### config.mk
export PLATFORM = sky130hd
export DESIGN_NAME = ssp_port
export DESIGN_NICKNAME = d
export VERILOG_FILES = /design/src/rtl/ssp_pkg.sv /design/src/rtl/ssp_sync.sv /design/src/rtl/ssp_frame.sv /design/src/rtl/ssp_shift.sv /design/src/rtl/ssp_ctrl.sv /design/src/rtl/ssp_port.sv
export SDC_FILE = /design/constraint.sdc
export NUM_CORES = 1
export LEC_CHECK = 0
export BUFFER_PORTS_ARGS = -buffer_cell sky130_fd_sc_hd__buf_4
export CORE_MARGIN = 2
export CORE_UTILIZATION = 52
export CTS_CLUSTER_SIZE = 10
export DETAILED_ROUTE_END_ITERATION = 12
export PLACE_DENSITY = 0.81
export SYNTH_ARGS = -nofsm -noshare
export SYNTH_HDL_FRONTEND = slang
export SYNTH_SLANG_ARGS = --single-unit
### constraint.sdc
create_clock -name clk -period 2.34 [get_ports clk]
set_input_delay 0.351 -clock clk [delete_from_list [all_inputs] [get_ports clk]]
set_output_delay 0.351 -clock clk [all_outputs]
set_load 0.1 [all_outputs]
### src/rtl/ssp_pkg.sv
package ssp_pkg;
  typedef struct packed {
    logic cs_fall;
    logic cs_rise;
    logic sck_rise;
    logic sck_fall;
  } ssp_evt_t;

  function automatic int unsigned ssp_word_w(input int unsigned nch);
    return 2 * nch + 4;
  endfunction
endpackage

### src/rtl/ssp_sync.sv
module ssp_sync #(
  parameter int unsigned W = 3,
  parameter int unsigned STAGES = 2,
  parameter logic [W-1:0] RST_VAL = '0
) (
  input  logic         clk,
  input  logic         rst_n,
  input  logic [W-1:0] d,
  output logic [W-1:0] q
);
  logic [W-1:0] st [STAGES];

  always_ff @(posedge clk or negedge rst_n) begin
    if (!rst_n) begin
      for (int i = 0; i < STAGES; i++) st[i] <= RST_VAL;
    end else begin
      st[0] <= d;
      for (int i = 1; i < STAGES; i++) st[i] <= st[i-1];
    end
  end

  assign q = st[STAGES-1];
endmodule

### src/rtl/ssp_frame.sv
module ssp_frame
  import ssp_pkg::*;
#(
  parameter int unsigned WORD_W = 16
) (
  input  logic     clk,
  input  logic     rst_n,
  input  logic     csn_s,
  input  logic     sck_s,
  output ssp_evt_t evt,
  output logic     accept
);
  localparam int unsigned CNT_W = $clog2(WORD_W + 2);
  localparam logic [CNT_W-1:0] FULL = CNT_W'(WORD_W);
  localparam logic [CNT_W-1:0] SAT  = CNT_W'(WORD_W + 1);

  logic             prev_csn, prev_sck;
  logic [CNT_W-1:0] cnt;
  logic             in_frame;

  always_ff @(posedge clk or negedge rst_n) begin
    if (!rst_n) begin
      prev_csn <= 1'b1;
      prev_sck <= 1'b0;
    end else begin
      prev_csn <= csn_s;
      prev_sck <= sck_s;
    end
  end

  assign in_frame     = !csn_s && !prev_csn;
  assign evt.cs_fall  = prev_csn && !csn_s;
  assign evt.cs_rise  = !prev_csn && csn_s;
  assign evt.sck_rise = in_frame && sck_s && !prev_sck;
  assign evt.sck_fall = in_frame && !sck_s && prev_sck;

  always_ff @(posedge clk or negedge rst_n) begin
    if (!rst_n) begin
      cnt <= '0;
    end else if (evt.cs_fall) begin
      cnt <= '0;
    end else if (evt.sck_fall && cnt != SAT) begin
      cnt <= cnt + 1'b1;
    end
  end

  assign accept = evt.cs_rise && (cnt == FULL);

  AST_COUNT_BOUNDED: assert property (@(posedge clk) disable iff (!rst_n)
    cnt <= SAT);
  AST_EDGE_EXCLUSIVE: assert property (@(posedge clk) disable iff (!rst_n)
    $countones({evt.cs_fall, evt.cs_rise, evt.sck_rise, evt.sck_fall}) <= 1);
endmodule

### src/rtl/ssp_shift.sv
module ssp_shift
  import ssp_pkg::*;
#(
  parameter int unsigned WORD_W = 16
) (
  input  logic              clk,
  input  logic              rst_n,
  input  ssp_evt_t          evt,
  input  logic              sdi_s,
  input  logic [WORD_W-1:0] snap,
  output logic [WORD_W-1:0] rx_word,
  output logic              sdo_q,
  output logic              oe_q
);
  logic [WORD_W-1:0] sr;

  always_ff @(posedge clk or negedge rst_n) begin
    if (!rst_n) begin
      sr <= '0;
    end else if (evt.cs_fall) begin
      sr <= snap;
    end else if (evt.sck_fall) begin
      sr <= {sdi_s, sr[WORD_W-1:1]};
    end
  end

  always_ff @(posedge clk or negedge rst_n) begin
    if (!rst_n) begin
      sdo_q <= 1'b0;
    end else if (evt.cs_fall) begin
      sdo_q <= snap[0];
    end else if (evt.sck_rise) begin
      sdo_q <= sr[0];
    end
  end

  always_ff @(posedge clk or negedge rst_n) begin
    if (!rst_n) begin
      oe_q <= 1'b0;
    end else if (evt.cs_fall) begin
      oe_q <= 1'b1;
    end else if (evt.cs_rise) begin
      oe_q <= 1'b0;
    end
  end

  assign rx_word = sr;

  AST_OE_RELEASE: assert property (@(posedge clk) disable iff (!rst_n)
    evt.cs_rise |=> !oe_q);
  AST_SDO_HOLD: assert property (@(posedge clk) disable iff (!rst_n)
    (!evt.sck_rise && !evt.cs_fall) |=> $stable(sdo_q));
  AST_SNAP_HELD: assert property (@(posedge clk) disable iff (!rst_n)
    (!evt.cs_fall && !evt.sck_fall) |=> $stable(sr));
endmodule

### src/rtl/ssp_ctrl.sv
module ssp_ctrl #(
  parameter int unsigned NCH = 6,
  parameter int unsigned WORD_W = 2 * NCH + 4
) (
  input  logic              clk,
  input  logic              rst_n,
  input  logic              accept,
  input  logic [WORD_W-1:0] rx_word,
  output logic [WORD_W-1:0] ctrl_q,
  output logic              ctrl_valid,
  output logic              stat_clr,
  output logic [NCH-1:0]    ls_en,
  output logic [NCH-1:0]    hs_en,
  output logic              olc_en,
  output logic              sc_long,
  output logic              run
);
  localparam int unsigned OLC_BIT = 2 * NCH + 1;
  localparam int unsigned SCT_BIT = 2 * NCH + 2;
  localparam int unsigned RUN_BIT = 2 * NCH + 3;
  localparam logic [WORD_W-1:0] CTRL_RST = {3'b111, {(WORD_W-3){1'b0}}};

  always_ff @(posedge clk or negedge rst_n) begin
    if (!rst_n) begin
      ctrl_q     <= CTRL_RST;
      ctrl_valid <= 1'b0;
      stat_clr   <= 1'b0;
    end else begin
      ctrl_valid <= accept;
      stat_clr   <= accept && rx_word[0];
      if (accept) ctrl_q <= rx_word;
    end
  end

  for (genvar k = 0; k < NCH; k++) begin : g_chan
    assign ls_en[k] = ctrl_q[2*k+1];
    assign hs_en[k] = ctrl_q[2*k+2];
  end

  assign olc_en  = !ctrl_q[OLC_BIT];
  assign sc_long = ctrl_q[SCT_BIT];
  assign run     = ctrl_q[RUN_BIT];

  AST_CTRL_HOLD: assert property (@(posedge clk) disable iff (!rst_n)
    !ctrl_valid |-> $stable(ctrl_q));
  AST_VALID_ONE_SHOT: assert property (@(posedge clk) disable iff (!rst_n)
    ctrl_valid |=> !ctrl_valid);
  AST_CLR_WITH_VALID: assert property (@(posedge clk) disable iff (!rst_n)
    stat_clr |-> (ctrl_valid && ctrl_q[0]));
endmodule

### src/rtl/ssp_port.sv
module ssp_port
  import ssp_pkg::*;
#(
  parameter int unsigned NCH = 6,
  parameter int unsigned SYNC_STAGES = 2
) (
  input  logic                   clk,
  input  logic                   rst_n,
  input  logic                   csn,
  input  logic                   sck,
  input  logic                   sdi,
  output logic                   sdo,
  output logic                   sdo_oe,
  input  logic                   temp_warn,
  input  logic [NCH-1:0]         sw_ls,
  input  logic [NCH-1:0]         sw_hs,
  input  logic                   short_det,
  input  logic                   standby,
  input  logic                   supply_fail,
  output logic [2*NCH+3:0]       ctrl_word,
  output logic                   ctrl_valid,
  output logic                   stat_clr,
  output logic [NCH-1:0]         ls_en,
  output logic [NCH-1:0]         hs_en,
  output logic                   olc_en,
  output logic                   sc_long,
  output logic                   run
);
  localparam int unsigned WORD_W = ssp_word_w(NCH);

  logic [2:0]        pins_s;
  logic              csn_s, sck_s, sdi_s;
  ssp_evt_t          evt;
  logic              accept;
  logic [WORD_W-1:0] snap, rx_word;

  ssp_sync #(.W(3), .STAGES(SYNC_STAGES), .RST_VAL(3'b001)) u_sync (
    .clk(clk), .rst_n(rst_n), .d({sdi, sck, csn}), .q(pins_s)
  );
  assign csn_s = pins_s[0];
  assign sck_s = pins_s[1];
  assign sdi_s = pins_s[2];

  assign snap[0] = temp_warn;
  for (genvar k = 0; k < NCH; k++) begin : g_stat
    assign snap[2*k+1] = sw_ls[k];
    assign snap[2*k+2] = sw_hs[k];
  end
  assign snap[2*NCH+1] = short_det;
  assign snap[2*NCH+2] = standby;
  assign snap[2*NCH+3] = supply_fail;

  ssp_frame #(.WORD_W(WORD_W)) u_frame (
    .clk(clk), .rst_n(rst_n), .csn_s(csn_s), .sck_s(sck_s),
    .evt(evt), .accept(accept)
  );

  ssp_shift #(.WORD_W(WORD_W)) u_shift (
    .clk(clk), .rst_n(rst_n), .evt(evt), .sdi_s(sdi_s), .snap(snap),
    .rx_word(rx_word), .sdo_q(sdo), .oe_q(sdo_oe)
  );

  ssp_ctrl #(.NCH(NCH), .WORD_W(WORD_W)) u_ctrl (
    .clk(clk), .rst_n(rst_n), .accept(accept), .rx_word(rx_word),
    .ctrl_q(ctrl_word), .ctrl_valid(ctrl_valid), .stat_clr(stat_clr),
    .ls_en(ls_en), .hs_en(hs_en), .olc_en(olc_en), .sc_long(sc_long), .run(run)
  );

  AST_WARN_FIRST: assert property (@(posedge clk) disable iff (!rst_n)
    $rose(sdo_oe) |-> (sdo == $past(temp_warn)));
  AST_APPLY_ON_CLOSE: assert property (@(posedge clk) disable iff (!rst_n)
    ctrl_valid |-> !sdo_oe);
endmodule

# Yosys cells after proc, flatten, opt, wreduce, memory -nomap -nowiden
# Index checks and enable logic that the tools add are counted.
# word_totals
regBits,49
input_bits,21
output_inout_bits,35
wordCells,41
# op_classes
add_sub_neg,1
eq_ne,2
n_mux,8
reduce_logical,19
# ops
op,n
$mux 16,2
$logic_and 1x1->1,10
$mux 5,2
$reduce_bool 2->1,4
$add 5x1->5 const B,1
$eq 5x5->1 const B,1
$logic_not 1->1,5
$ne 5x5->1 const B,1
$mux 1,4

# Depth between registers and ports, before layout
# logic_depth
depth_word,7
depth_mapped,7
depth_no_buf,5

# Cells and area by module
# Synthesis repeated with hierarchy kept, for this count alone.
# hier_totals
cells_unflattened,175
hier_area_um2,2217.1
# by_module_without_submodules
module,n_inst,cells_per_inst,area_per_inst_um2,seq_area_each_um2
ssp_shift,1,75,832.0,450.4
ssp_ctrl,1,52,815.8,454.2
ssp_frame,1,39,394.1,176.4
ssp_sync,1,9,175.2,152.6

# Worst setup path after synthesis
# No wires, ideal clock.
# synth_timing
path_type,register to output
startpoint,register u_ctrl.ctrl_q[13]
endpoint,output olc_en
arrival_ns,1.380
t_required_ns,1.989
slack_ns,0.609
stages_incl_launch_ff,2
n_path_buf,0
path_cell_list,dfstp_2 inv_1
# synth_between
elab_chain_cells,1
# synth_rtl
item,line,source
start: declaration,ssp_ctrl.sv:9,"output logic [WORD_W-1:0] ctrl_q,"
start signal: assignment,ssp_ctrl.sv:31,if (accept) ctrl_q <= rx_word;
$logic_not 1->1,ssp_ctrl.sv:40,assign olc_en = !ctrl_q[OLC_BIT];
end: declaration,ssp_port.sv:25,"output logic olc_en,"
# Every way passes these cells.

# Final worst setup path
# layout_timing
startpoint,register u_sync.st (netlist bit u_sync.q[0])
endpoint,"register u_shift.sr[11], in the netlist u_shift.rx_word[11]"
# layout_between
elab_chain_cells,5
# layout_rtl
item,line,source
start: declaration,ssp_sync.sv:11,logic [W-1:0] st [STAGES];
$logic_not 1->1 *,"ssp_frame.sv:31, ssp_frame.sv:32",
$logic_and 1x1->1,ssp_frame.sv:31,assign in_frame = !csn_s && !prev_csn;
$logic_and 1x1->1 (2 in a row),ssp_frame.sv:35,assign evt.sck_fall = in_frame && !sck_s && prev_sck;
$reduce_bool 2->1 (no line),-,
end signal: assignment,ssp_shift.sv:21,sr <= snap;
end signal: assignment,ssp_shift.sv:23,"sr <= {sdi_s, sr[WORD_W-1:1]};"
end: declaration,ssp_shift.sv:15,logic [WORD_W-1:0] sr;
# Mark *: on every way between the ends. The rest lies on a longest branch, timed or not.
# A chain may end at the register's enable or synchronous reset.

==> flow_summary_export.csv <==
group,metric,value,unit
yosys,synth_fp_nets,204,
detailed_routing,first_pass_iters,5,
worst_setup_path,r2r.worst_path.cells,6,
worst_setup_path,critPathMaxStageDelay,550,ps
worst_setup_path,worst-setup-path-type,"register to register",
yosys,syn_area_per_cell,12.5,um^2
worst_setup_path,r2r_slack,660,ps
cells_and_area,diodes,0,
global_routing,grt_pass1_vias,1371,
die,top_level_ports,56,
cts,cts.clk_slew.worst_paths,80,ps
cells_and_area,finalNetCount,245,
global_routing,antenna_found_initial,0,
worst_setup_path,crit_path_end_kind,"register",
placed_design,post-dp-hpwl,2.60,mm
yosys,yosys-top-cells-area,"dfrtp_1 49%, mux2i_1 7.3%, dfstp_2 7.1%",
global_routing,grt_use_total,0.169,
global_routing,grt_max_degree,50,
yosys,ys_ff_latch,49,
die,fp.dieH,69.2,um
cts,hold_buffers,0,
pwr,ir_drop,399,uV
pwr,p_per_area,615,nW/um^2
worst_setup_path,crit_chain,"inv_1 -> ha_1 -> nand3b_1 -> buf_4 -> mux2i_1 -> o21ai_0",
timing,slew_headroom,0.609,
yosys,synth_commonest_cells,"43 x dfrtp_1, 17 x nand2_1, 16 x buf_4, 16 x mux2i_1, 16 x o21ai_0",
timing,tns,0,ps
job,maxCapViolations,0,
worst_setup_path,r2r-end,"u_shift.rx_word[11]",
cts,post_cts_buffers,0,
timing,max_freq,596,MHz
detailed_routing,wl_per_cell,14.0,um
die,initial_utilization,0.548,
detailed_routing,drt_iter0_drc,66,
yosys,synth_area,2210,um^2
yosys,synth_edf_count,0,
worst_setup_path,crit_family,"flip-flops",
worst_setup_path,critical_path_depth,6,
detailed_routing,via_count,1400,
pwr,p_leak,1.35,nW
die,dieWidth,69.2,um
placed_design,placement.io_buffers,55,
cts,cts_tree,"built",
timing,hold_viol,0,
cts,cts_resized,0,
worst_hold_path,hp-class,"input port to async pin",
timing,worst_pin_slew,586,ps
die,coreArea,4030,um^2
detailed_routing,viasPerCell,5.20,
cts,h-tree-depth,2,
timing,whs,55.9,ps
worst_setup_path,cp_slowest_cell,"dfstp_2",
cells_and_area,nFillCells,333,
yosys,yosysTopAreaCell,"dfrtp_1",
cts,clkLatencyLatePin,300,ps
detailed_routing,routed_wl,3.77,mm
global_routing,grt_pass1_wl,6.47,mm
worst_setup_path,critPathMaxFanout,19,
timing,fin_worst_skew,4.34,ps
worst_setup_path,worstPathRequired,2510,ps
timing,setup_viol,0,
timing,fin_crit,1680,ps
timing,maxSlewViolCount,0,
yosys,yosysTopAreaCellShare,0.488,
yosys,async_flop_share,1.00,
yosys,synthCells,177,
worst_setup_path,critPathBufInv,2,
cells_and_area,synthToLayoutAreaGrowth,18.3,%
cts,cts_buffer_depth,2,
detailed_routing,ant_nets,0,
timing,fin_crit_sh,0.717,
worst_setup_path,reg2reg_from,"u_sync.q[0]",
yosys,synthFlopType,"dfrtp_1",
timing,rsz0062_at_grt,"no",
detailed_routing,drc,0,
status,status,"complete, no violations",
cts,cts_root_buf,"clkbuf_8",
yosys,yosysMostFrequentCell,"dfrtp_1",
die,num_rows,23,
yosys,ys_warn_count,0,
cts,numCtsBuffers,5,
worst_setup_path,arrival,1850,ps
global_routing,grt_overflow_total,0,
yosys,yosysSeqAreaShare,0.559,
yosys,yosysUniqueCellTypes,29,
placed_design,dp_cells,261,
cts,clock_sinks,49,
worst_setup_path,start_kind,"register",
cells_and_area,drive_above_1_share,0.420,
die,dieArea,4780,um^2
placed_design,place_congestion,0.824,
cells_and_area,final_cells,269,
==> kinds of logic after synthesis <==
logic type / synth area share
AOI/OAI and AO/OA: 0.0567
adders and majority gates: 0.0340
buffers and inverters: 0.0879
DFF: 0.559
muxes: 0.183
and+or+nand+nor: 0.0794
==> worst register-to-register path: cells and delay by family (launching register included) <==
family	cells	cell delay, ps
DFF	1	550
and+or+nand+nor	1	110
muxes	1	230
buffers and inverters	2	360
AOI/OAI and AO/OA	1	90
adders and majority gates	1	200
==> power breakdown <==
part | internal (mW) | switching [mW]
registers | 0.904 | 0.0456
logic | 0.0725 | 0.102
clock network | 0.212 | 0.270
total | 1.19 | 0.417
==> worst max-delay path by stage <==
stage | start | end | slack [ps]
CTS | u_sync.q[0] | u_shift.rx_word[5] | 650
global placement | u_frame.prev_csn | u_shift.rx_word[10] | 730
finish | u_sync.q[0] | u_shift.rx_word[11] | 660
global route | u_sync.q[0] | u_shift.rx_word[2] | 530
floorplan | u_ctrl.ctrl_q[13] | olc_en | 610
detailed placement | u_sync.q[0] | u_shift.rx_word[5] | 650
==> state kept, by name (all words and copies together), names as in the netlist <==
signal	flops
u_ctrl.stat_clr	1
u_frame.cnt	5
u_ctrl.ctrl_valid	1
u_shift.oe_q	1
u_sync.st	3
u_shift.rx_word	16
u_frame.prev_csn	1
u_sync.q	3
u_shift.sdo_q	1
u_frame.prev_sck	1
u_ctrl.ctrl_q	16
==> layer usage <==
| layer | vias to the layer above | routed length, um | track usage |
|---|---|---|---|
| li1 | 663 | - | - |
| met1 | 669 | 1710 | 0.219 |
| met2 | 59 | 1770 | 0.268 |
| met3 | 9 | 244 | 0.0541 |
| met4 | 0 | 46 | 0.0588 |
| met5 | - | 0 | 0 |
==> metrics by stage <==
stage | worst slack, ps | cell area (um^2) | total power, mW | util
2_1_floorplan | 609 | 2210 | 1.06 | -
3_3_place_gp | 728 | 2530 | 1.14 | 0.627
3_5_place_dp | 650 | 2530 | 1.14 | 0.627
4_1_cts | 653 | 2610 | 1.62 | 0.648
5_1_grt | 533 | 2610 | 1.68 | 0.648
6_report | 662 | 2610 | 1.61 | 0.648
==> layout make-up <==
cell class,instances,area (um^2),share of cell area
clock buffers,7,76.3,0.0292
clock inverters,1,7.51,0.00288
inverters,6,22.5,0.00863
multi-input cells,99,779,0.299
flip-flops and latches,49,1230,0.473
well taps,50,62.6,0.0240
repair buffers,57,428,0.164
==> cells in the final DEF, fill, tap and decap left out, drive strengths merged, types with 2 or more instances in the layout <==
master / count
buf: 57
dfrtp: 43
mux2: 19
nand2: 17
mux2i: 16
o21ai: 16
nor2: 7
clkbuf: 7
inv: 6
ha: 6
dfstp: 6
nand3b: 2
nor3: 2
a221oi: 2
a21oi: 2
nand2b: 2
Note: power is estimated with default switching activity, not from simulation.
